[config.mk]
export PLATFORM = sky130hd
export DESIGN_NAME = spi_xfer_master
export DESIGN_NICKNAME = d
export VERILOG_FILES = /design/src/rtl/spi_xfer_pkg.sv /design/src/rtl/spi_halfper_timer.sv /design/src/rtl/spi_miso_sync.sv /design/src/rtl/spi_word_shifter.sv /design/src/rtl/spi_xfer_master.sv
export SDC_FILE = /design/constraint.sdc
export NUM_CORES = 1
export LEC_CHECK = 0
export BUFFER_PORTS_ARGS = -buffer_cell sky130_fd_sc_hd__buf_2
export CORE_MARGIN = 4
export CORE_UTILIZATION = 56
export CTS_CLUSTER_SIZE = 14
export DETAILED_ROUTE_END_ITERATION = 10
export PLACE_DENSITY_LB_ADDON = 0.05
export SLEW_MARGIN = 15
export SYNTH_ARGS = -nofsm -noshare
export SYNTH_HDL_FRONTEND = slang
export SYNTH_SLANG_ARGS = --single-unit
[constraint.sdc]
create_clock -name clk -period 4 [get_ports clk]
set_clock_uncertainty 0.2 [all_clocks]
set_input_delay 0 -clock clk [delete_from_list [all_inputs] [get_ports clk]]
set_output_delay 0 -clock clk [all_outputs]
set_load 0.01 [all_outputs]
[src/rtl/spi_xfer_pkg.sv]
`timescale 1ns/1ps
// Shared types for the SPI transfer master.
// Assumes: nothing beyond standard SystemVerilog packages.
package spi_xfer_pkg;

    // Sequencer phases of one transfer.
    typedef enum logic [2:0] {
        ST_IDLE,
        ST_SETUP,
        ST_SHIFT,
        ST_HOLD,
        ST_FLUSH
    } xfer_state_t;

    // Per-transfer settings captured at acceptance.
    typedef struct packed {
        logic cpha;
        logic lsb_first;
    } xfer_mode_t;

endpackage

[src/rtl/spi_halfper_timer.sv]
`timescale 1ns/1ps
// Half serial period timer: pulses tick once every div/2 system clocks while run is high.
// Assumes: div_i is stable during a transfer; bit 0 ignored, values below 2 act as 2.
module spi_halfper_timer #(
    parameter int DIV_W = 8
) (
    input  logic             clk,
    input  logic             rst_n,
    input  logic             restart,
    input  logic             run,
    input  logic [DIV_W-1:0] div_i,
    output logic             tick
);
    logic [DIV_W-1:0] cnt_q;
    logic [DIV_W-1:0] half_w;

    // Derive the half period in system clocks, clamped to at least one.
    always_comb begin
        half_w = div_i >> 1;
        if (half_w == '0) half_w = DIV_W'(1);
    end

    assign tick = run && (cnt_q == half_w - DIV_W'(1));

    // Count system clocks inside the current half period.
    always_ff @(posedge clk) begin
        if (!rst_n)                cnt_q <= '0;
        else if (restart || !run)  cnt_q <= '0;
        else if (tick)             cnt_q <= '0;
        else                       cnt_q <= cnt_q + DIV_W'(1);
    end
endmodule

[src/rtl/spi_miso_sync.sv]
`timescale 1ns/1ps
// Synchronizer chain for the asynchronous MISO input.
// Assumes: STAGES >= 1; adds STAGES clocks of latency that the sequencer accounts for.
module spi_miso_sync #(
    parameter int STAGES = 2
) (
    input  logic clk,
    input  logic rst_n,
    input  logic din,
    output logic dout
);
    logic [STAGES-1:0] chain_q;

    generate
        for (genvar s = 0; s < STAGES; s++) begin : g_stage
            // One flop of the chain.
            always_ff @(posedge clk) begin
                if (!rst_n) chain_q[s] <= 1'b0;
                else        chain_q[s] <= (s == 0) ? din : chain_q[(s == 0) ? 0 : s-1];
            end
        end
    endgenerate

    assign dout = chain_q[STAGES-1];
endmodule

[src/rtl/spi_word_shifter.sv]
`timescale 1ns/1ps
// Transmit and receive shift registers with runtime bit order.
// Assumes: tx_shift and rx_shift never fire in the same cycle as load.
module spi_word_shifter #(
    parameter int WORD_W = 8
) (
    input  logic              clk,
    input  logic              rst_n,
    input  logic              load,
    input  logic [WORD_W-1:0] load_word,
    input  logic              lsb_first,
    input  logic              tx_shift,
    input  logic              rx_shift,
    input  logic              rx_bit,
    output logic              tx_bit,
    output logic [WORD_W-1:0] rx_word
);
    logic [WORD_W-1:0] tx_q;
    logic [WORD_W-1:0] rx_q;

    assign tx_bit  = lsb_first ? tx_q[0] : tx_q[WORD_W-1];
    assign rx_word = rx_q;

    // Outgoing word: load at start, advance one bit per drive edge.
    always_ff @(posedge clk) begin
        if (!rst_n)        tx_q <= '0;
        else if (load)     tx_q <= load_word;
        else if (tx_shift) tx_q <= lsb_first ? (tx_q >> 1) : (tx_q << 1);
    end

    // Incoming word: cleared at start, one synchronized bit per sample.
    always_ff @(posedge clk) begin
        if (!rst_n)        rx_q <= '0;
        else if (load)     rx_q <= '0;
        else if (rx_shift) rx_q <= lsb_first ? {rx_bit, rx_q[WORD_W-1:1]}
                                             : {rx_q[WORD_W-2:0], rx_bit};
    end
endmodule

[src/rtl/spi_xfer_master.sv]
`timescale 1ns/1ps
// SPI transfer master: one word exchanged per request with a selected target,
// in any of the four polarity/phase modes and either bit order.
// Assumes: miso is asynchronous; clk_div even and >= 2 (others are clamped, R10).
module spi_xfer_master #(
    parameter int WORD_W  = 8,
    parameter int NUM_TGT = 4,
    parameter int DIV_W   = 8,
    parameter int TGT_W   = (NUM_TGT > 1) ? $clog2(NUM_TGT) : 1
) (
    input  logic              clk,
    input  logic              rst_n,
    input  logic              req_valid,
    input  logic [WORD_W-1:0] req_tx_word,
    input  logic              req_send_fill,
    input  logic [TGT_W-1:0]  req_target,
    input  logic              req_lsb_first,
    input  logic              req_cpol,
    input  logic              req_cpha,
    input  logic [DIV_W-1:0]  clk_div,
    input  logic [WORD_W-1:0] fill_word,
    output logic              busy,
    output logic              done,
    output logic [WORD_W-1:0] rx_word,
    output logic              sclk,
    output logic              mosi,
    input  logic              miso,
    output logic [NUM_TGT-1:0] cs_n
);
    import spi_xfer_pkg::*;

    localparam int NUM_EDGES = 2 * WORD_W;
    localparam int EDGE_W    = $clog2(NUM_EDGES);
    localparam logic [EDGE_W-1:0] LAST_EDGE = EDGE_W'(NUM_EDGES - 1);
    localparam int SYNC_STAGES = 2;

    xfer_state_t        state_q;
    xfer_mode_t         mode_q;
    logic [DIV_W-1:0]   div_q;
    logic [EDGE_W-1:0]  edge_q;
    logic               sclk_q;
    logic [NUM_TGT-1:0] cs_q;
    logic [NUM_TGT-1:0] sel_n;
    logic [SYNC_STAGES-1:0] pend_q;
    logic               flush_q;
    logic               done_q;

    logic accept, run, tick, edge_now, leading, sample_edge, drive_edge;
    logic miso_s;

    assign accept   = (state_q == ST_IDLE) && req_valid;
    assign run      = (state_q == ST_SETUP) || (state_q == ST_SHIFT) || (state_q == ST_HOLD);
    assign edge_now = tick && ((state_q == ST_SETUP) || (state_q == ST_SHIFT));
    assign leading  = ~edge_q[0];
    assign sample_edge = edge_now && (leading ^ mode_q.cpha);
    assign drive_edge  = edge_now && !(leading ^ mode_q.cpha)
                         && (edge_q != '0) && (edge_q != LAST_EDGE);

    // Select mask for the requested target.
    always_comb begin
        sel_n = '1;
        for (int i = 0; i < NUM_TGT; i++)
            if (req_target == TGT_W'(i)) sel_n[i] = 1'b0;
    end

    spi_halfper_timer #(.DIV_W(DIV_W)) u_timer (
        .clk(clk), .rst_n(rst_n), .restart(accept), .run(run),
        .div_i(div_q), .tick(tick)
    );

    spi_miso_sync #(.STAGES(SYNC_STAGES)) u_sync (
        .clk(clk), .rst_n(rst_n), .din(miso), .dout(miso_s)
    );

    spi_word_shifter #(.WORD_W(WORD_W)) u_shift (
        .clk(clk), .rst_n(rst_n), .load(accept),
        .load_word(req_send_fill ? fill_word : req_tx_word),
        .lsb_first(mode_q.lsb_first), .tx_shift(drive_edge),
        .rx_shift(pend_q[SYNC_STAGES-1]), .rx_bit(miso_s),
        .tx_bit(mosi), .rx_word(rx_word)
    );

    // Delay each sample strobe by the synchronizer depth.
    always_ff @(posedge clk) begin
        if (!rst_n) pend_q <= '0;
        else        pend_q <= {pend_q[SYNC_STAGES-2:0], sample_edge};
    end

    // Transfer sequencer: select setup, edge train, select hold, flush, done.
    always_ff @(posedge clk) begin
        if (!rst_n) begin
            state_q <= ST_IDLE;
            mode_q  <= '0;
            div_q   <= '0;
            edge_q  <= '0;
            sclk_q  <= 1'b0;
            cs_q    <= '1;
            flush_q <= 1'b0;
            done_q  <= 1'b0;
        end else begin
            done_q <= 1'b0;
            unique case (state_q)
                ST_IDLE: if (accept) begin                           // capture
                    mode_q  <= '{cpha: req_cpha, lsb_first: req_lsb_first};
                    div_q   <= clk_div;
                    cs_q    <= sel_n;
                    sclk_q  <= req_cpol;                              // idle level
                    edge_q  <= '0;
                    state_q <= ST_SETUP;
                end
                ST_SETUP: if (tick) begin
                    sclk_q  <= ~sclk_q;
                    edge_q  <= EDGE_W'(1);
                    state_q <= ST_SHIFT;
                end
                ST_SHIFT: if (tick) begin
                    sclk_q <= ~sclk_q;
                    if (edge_q == LAST_EDGE) state_q <= ST_HOLD;
                    else                     edge_q  <= edge_q + EDGE_W'(1);
                end
                ST_HOLD: if (tick) begin
                    cs_q    <= '1;
                    flush_q <= 1'b0;
                    state_q <= ST_FLUSH;
                end
                ST_FLUSH: begin
                    if (flush_q) begin
                        done_q  <= 1'b1;
                        state_q <= ST_IDLE;
                    end else begin
                        flush_q <= 1'b1;
                    end
                end
                default: state_q <= ST_IDLE;
            endcase
        end
    end

    assign busy = (state_q != ST_IDLE);
    assign done = done_q;
    assign sclk = sclk_q;
    assign cs_n = cs_q;
endmodule

# ---- Word-level counts from Yosys, hierarchy flattened
# Cells that the tools add are included.
# W data, S select, Z words.
dict set report totals {
  reg_bits 52
  n_memories 0
  latch_bits 0
  elab_cells 104
  rom_bits 0
  mem_bits_rw 0
  in_bits 34
  output_inout_bits 16
}
dict set report classes {
  n_mul 0
  mux 32
  n_reduce_logical 32
  addsub 3
  bitwise 4
  n_div 0
  eq_ne 18
  n_shift 0
  n_lt_le_gt_ge 0
}
# cell n
set op_table {}
lappend op_table {{$mux W8} 5}
lappend op_table {{$mux W4} 6}
lappend op_table {{$mux W3} 6}
lappend op_table {{$pmux W3 S5} 1}
lappend op_table {{$pmux W4 S3} 1}
lappend op_table {{$ne A2 B2 Y1 const B} 5}
lappend op_table {{$mux W1} 9}
lappend op_table {{$add A8 B1 Y8 const B} 1}
lappend op_table {{$eq A8 B8 Y1} 1}
lappend op_table {{$logic_not A8 Y1} 1}
lappend op_table {{$pmux W4 S2} 1}
lappend op_table {{$reduce_bool A2 Y1} 4}
lappend op_table {{$sub A8 B1 Y8 const B} 1}
lappend op_table {{$logic_and A1 B1 Y1} 7}
lappend op_table {{$mux W7} 1}
lappend op_table {{$eq A3 B2 Y1 const B} 2}
lappend op_table {{$ne A2 B1 Y1 const B} 3}
lappend op_table {{$reduce_and A2 Y1} 3}
lappend op_table {{$reduce_and A3 Y1} 2}
lappend op_table {{$reduce_and A6 Y1} 1}
lappend op_table {{$reduce_bool A3 Y1} 2}
lappend op_table {{$reduce_and A5 Y1} 1}
lappend op_table {{$add A4 B1 Y4 const B} 1}
lappend op_table {{$eq A2 B2 Y1 const B} 2}
lappend op_table {{other kinds (15)} 22}

# ---- Logic depth before layout (Yosys ltp)
dict set report depth {
  depth_word 11
  mapped_depth 10
  ltp_nobuf 9
}

# ---- Modules after synthesis
# Synthesis repeated with hierarchy kept, for this count alone.
dict set report unflattened {
  hier_cells 304
  area_unflattened_um2 2826.5
}
# mod seq_area_each_um2 instances cells_per_inst area_each_um2
set by_module_without_submodules {}
lappend by_module_without_submodules {spi_xfer_master 520.5 1 152 1358.8}
lappend by_module_without_submodules {spi_word_shifter 320.3 1 83 818.3}
lappend by_module_without_submodules {spi_halfper_timer 160.2 1 65 596.8}
lappend by_module_without_submodules {spi_miso_sync 40.0 1 4 52.6}

# ---- Worst setup path before layout
# No wires, ideal clock.
dict set report synth_timing {
  path_type {reg2reg}
  startpoint {reg div_q[3]}
  endpoint {reg u_shift.tx_q[1]}
  stages_incl_launch_ff 10
  setup_slack_ns 1.217
  period_less_slack_ns 2.783
  setup_time_ns 0.122
  path_buffers 0
  arrival_ns 2.461
  path_cell_list {dfxtp_1 nor4_1 a21oi_1 ha_1 o21ba_2 a221oi_1 a41o_1 o211a_4 nand3_4 a221o_1}
}
dict set report synth_via {
  elab_chain_cells 10
}
# element line
set synth_rtl {}
lappend synth_rtl {{start: declaration} spi_xfer_master.sv:39} ;# logic [DIV_W-1:0] div_q;
lappend synth_rtl {{start signal: assignment} spi_xfer_master.sv:105} ;# div_q <= clk_div;
lappend synth_rtl {{$logic_not A8 Y1} spi_halfper_timer.sv:20} ;# if (half_w == '0) half_w = DIV_W'(1);
lappend synth_rtl {{$mux W7 (*)} spi_halfper_timer.sv:20}
lappend synth_rtl {{$sub A8 B1 Y8 (*)} spi_halfper_timer.sv:23} ;# assign tick = run && (cnt_q == half_w - DIV_W'(1));
lappend synth_rtl {{$eq A8 B8 Y1 (*)} spi_halfper_timer.sv:23}
lappend synth_rtl {{$logic_and A1 B1 Y1 (*)} spi_halfper_timer.sv:23}
lappend synth_rtl {{$logic_and A1 B1 Y1 (*)} spi_xfer_master.sv:53} ;# assign edge_now = tick && ((state_q == ST_SETUP) || (state_q == ST_SHIFT));
lappend synth_rtl {{$logic_and A1 B1 Y1 (*)} spi_xfer_master.sv:56} ;# assign drive_edge = edge_now && !(leading ^ mode_q.cpha)
lappend synth_rtl {{$logic_and A1 B1 Y1 (*) (2 in series)} spi_xfer_master.sv:57} ;# && (edge_q != '0) && (edge_q != LAST_EDGE);
lappend synth_rtl {{$reduce_bool A2 Y1 (no source line) (*)} n/a}
lappend synth_rtl {{end signal: assignment} spi_word_shifter.sv:27} ;# else if (load) tx_q <= load_word;
lappend synth_rtl {{end signal: assignment} spi_word_shifter.sv:28} ;# else if (tx_shift) tx_q <= lsb_first ? (tx_q >> 1) : (tx_q << 1);
lappend synth_rtl {{end: declaration} spi_word_shifter.sv:18} ;# logic [WORD_W-1:0] tx_q;
# Mark *: on every way between the ends. The rest lies on a longest branch, timed or not.
# A chain may end at the register's enable or synchronous reset.

# ---- Worst setup path after layout
dict set report layout_timing {
  startpoint {reg div_q[3]}
  endpoint {reg u_timer.cnt_q[7]}
}
dict set report layout_via {
  elab_chain_cells 6
}
# element line
set layout_rtl {}
lappend layout_rtl {{$logic_not A8 Y1} spi_halfper_timer.sv:20}
lappend layout_rtl {{$mux W7 (*)} spi_halfper_timer.sv:20}
lappend layout_rtl {{$sub A8 B1 Y8 (*)} spi_halfper_timer.sv:23}
lappend layout_rtl {{$eq A8 B8 Y1 (*)} spi_halfper_timer.sv:23}
lappend layout_rtl {{$logic_and A1 B1 Y1 (*)} spi_halfper_timer.sv:23}
lappend layout_rtl {{$reduce_or A3 Y1 (no source line) (*)} n/a}
lappend layout_rtl {{end signal: assignment} spi_halfper_timer.sv:30} ;# else cnt_q <= cnt_q + DIV_W'(1);
lappend layout_rtl {{end: declaration} spi_halfper_timer.sv:14} ;# logic [DIV_W-1:0] cnt_q;
# Marks and branches as above.

==> metrics <==
Diodes inserted=0; Post-Syn Area=2770 sq um; Critical Path AT=3.08 ns; yosys warns=0; RSZ-0062 raised after global routing=false; syn avg cell area=8.72 sq um; DR DRC count=0; H-tree depth=2; via count=2549; Routed WL=6320 um; most frequent cell after synthesis=dfxtp_1; DRT Pass-1 Iters=4; Post-Place Setup Slack=0.896 ns; core area=4750 sq um; dpl hpwl=4130 um; Synth cell types=57; final worst slack=0.898 ns; Slew Limit Fails=0; largest net degree at the start of global routing=52; PD cells=368 nW/um^2; GRT Overall Usage=21.8%; vias in the first global route=2536; Slew @ Worst Pin=0.945 ns; worst-case clock buffer depth=2; Post-CTS Resized=0; peak supply drop=0.296 mV; Synth area leaders=dfxtp_1 (37%), mux2i_1 (5.8%), nor2_1 (4.3%), nand2_1 (3.7%), nand2b_1 (2.5%); max frequency=322 MHz; Clock Latency Late Sink=0.30 ns; min-delay worst type=input port to flop; Root Buffer=clkbuf_8; setup TNS=0 ns; Synth Instances=318; layout cells sized above 1=19.5%; post-DR wirelength/cell=14.0 um; outcome=completed; # clock sinks=51; crit-path max FO=16; Fin. Hold Viols=0; area share of the largest cell type after synthesis=36.8%; Post-synth EDFFs=0; crit path time final=3.10 ns; first-pass GRT wire length=11100 um; Seq cells post-synth=51; max-cap violation count=0; post-synth net total=356; CTS tree=yes; Main synth FF type=dfxtp_1; FF-to-FF Start=div_q[3]$_SDFFE_PN0P_; CP Capture Type=flop; register area share after synthesis=36.8%; vias per inst=5.64; Final Setup Violations=0; Die W=78.4 um; initial antenna violation count=0; Area Overhead vs Synth=25.4%; initial DRC count=117; die height=78.4 um; Final Cycle Share=77.5%; Post-layout nets=422; final core occ=73.2%; Final GP Congestion=0.819; Reg clk slew, reported paths=0.10 ns; leakage=1.35 nW; starting density of the core=58.3%; Critical Path Source=div_q[3]$_SDFFE_PN0P_; grt ovf=0; Routed Antenna Nets=0; fillcell total=380; FP Rows=25; PortBufs=48; I/O pins=50; Die Area=6140 sq um; asr flop ratio synth=0%; required time worst endpoint=3.98 ns; Synth top cells by count=dfxtp_1 (51), nor2_1 (32), nand2_1 (27), clkbuf_1 (18), mux2i_1 (16); Critical Path Start Type=flop; Num CTS Buffers=5; Max transition margin=36.9%; CP Class=flop to flop; leading area contributor after synthesis=dfxtp_1; Hold Startpoint=rst_n
==> cell type report <==
class                   instances  area (sq um)  area share, %
clock inverters                 3          67.6           1.94
clock buffers                   5          68.8           1.98
flip-flops and latches         51          1020           29.3
well taps                      67          83.8           2.41
inverters                       5          18.8          0.539
multi-input cells             239          1640           47.2
repair buffers                 82           576           16.5
==> placed cells by master (no fill, tap or decap), types with 4 or more instances in the layout <==
cell type and count:
nand3_1 12, a221o_1 6, nor2_1 32, and3_1 10, and2_1 6, ha_1 4
nand2b_1 11, a211oi_1 9, a21boi_0 9, mux2i_1 16, inv_1 5, dfxtp_1 51
a21oi_1 9, o21ai_0 5, o2111ai_1 6, xor2_1 6, xnor2_1 7, nor3_1 12
buf_2 48, clkbuf_8 5, dlygate4sd3_1 32, nor3b_1 6, nand2_1 27
==> state kept, by name, indices dropped and copies added, names as in the netlist, 2 cells and up <==
name,flops
cs_n,4
div_q,7
edge_q,4
mode_q,2
pend_q,2
state_q,3
u_shift.rx_word,8
u_shift.tx_q,8
u_timer.cnt_q,8
==> metal layers <==
metal	wire length, um	track usage [%]	part of all wire (%)	vias to the layer above
li1	-	-	-	1285
met1	2890	26.8	46	1201
met2	3090	39.0	49	59
met3	294	4.01	4.7	4
met4	45	5.59	0.71	0
met5	0	0	0	-
==> worst max-delay path, stage by stage (launching register included) <==
cell	delay, ns
dfxtp_1	0.37
nor4_1	0.45
a21oi_1	0.18
ha_1	0.31
o21ba_2	0.22
a221oi_1	0.28
a41o_1	0.22
o211ai_4	0.22
o221ai_2	0.43
nor2_1	0.11
==> worst paths after layout <==
kind         slack [ns]  depth (start not counted)                     endpoint
max                0.90                          9  u_timer.cnt_q[7]$_SDFF_PP0_
min                0.10                          2            sclk$_SDFFE_PN0P_
max reg2reg        0.90                          9  u_timer.cnt_q[7]$_SDFF_PP0_
min reg2reg        0.24                          1         pend_q[1]$_SDFF_PN0_
==> through the flow <==
step / instances / total power, mW / cell area (sq um) / hold slack [ns]
final: 452 / 1.28 / 3480 / 0.100
after global routing: 452 / 1.34 / 3480 / 0.151
after CTS: 452 / 1.28 / 3480 / 0.0898
after detailed placement: 412 / 0.838 / 3020 / 0.00931
after global placement: 412 / 0.832 / 3020 / 0.00867
after floorplan: 318 / 0.778 / 2770 / -0.0727
==> timing repair <==
item / CTS / global route
buffers inserted: 0 / 0
endpoints found under the hold margin: 24 / 0
hold buffers: 32 / 0
==> cells by family (layout without fill, tap and decap cells) <==
kind of cell | count (synthesis) | in the layout | synth area share [%]
AND/OR/NAND/NOR | 136 | 136 | 26.6
AO/OA/AOI/OAI | 68 | 68 | 20.0
flip-flops | 51 | 51 | 36.8
buffers and inverters | 28 | 95 | 4.10
multiplexers | 18 | 18 | 6.59
XOR/XNOR | 13 | 13 | 4.10
adder cells (fa/ha/maj) | 4 | 4 | 1.80
==> report_power, final <==
group	internal, mW	switching [mW]
clock network	0.249	0.175
logic	0.131	0.163
registers	0.531	0.0318
total	0.911	0.370
(Power assumes the default switching activity.)
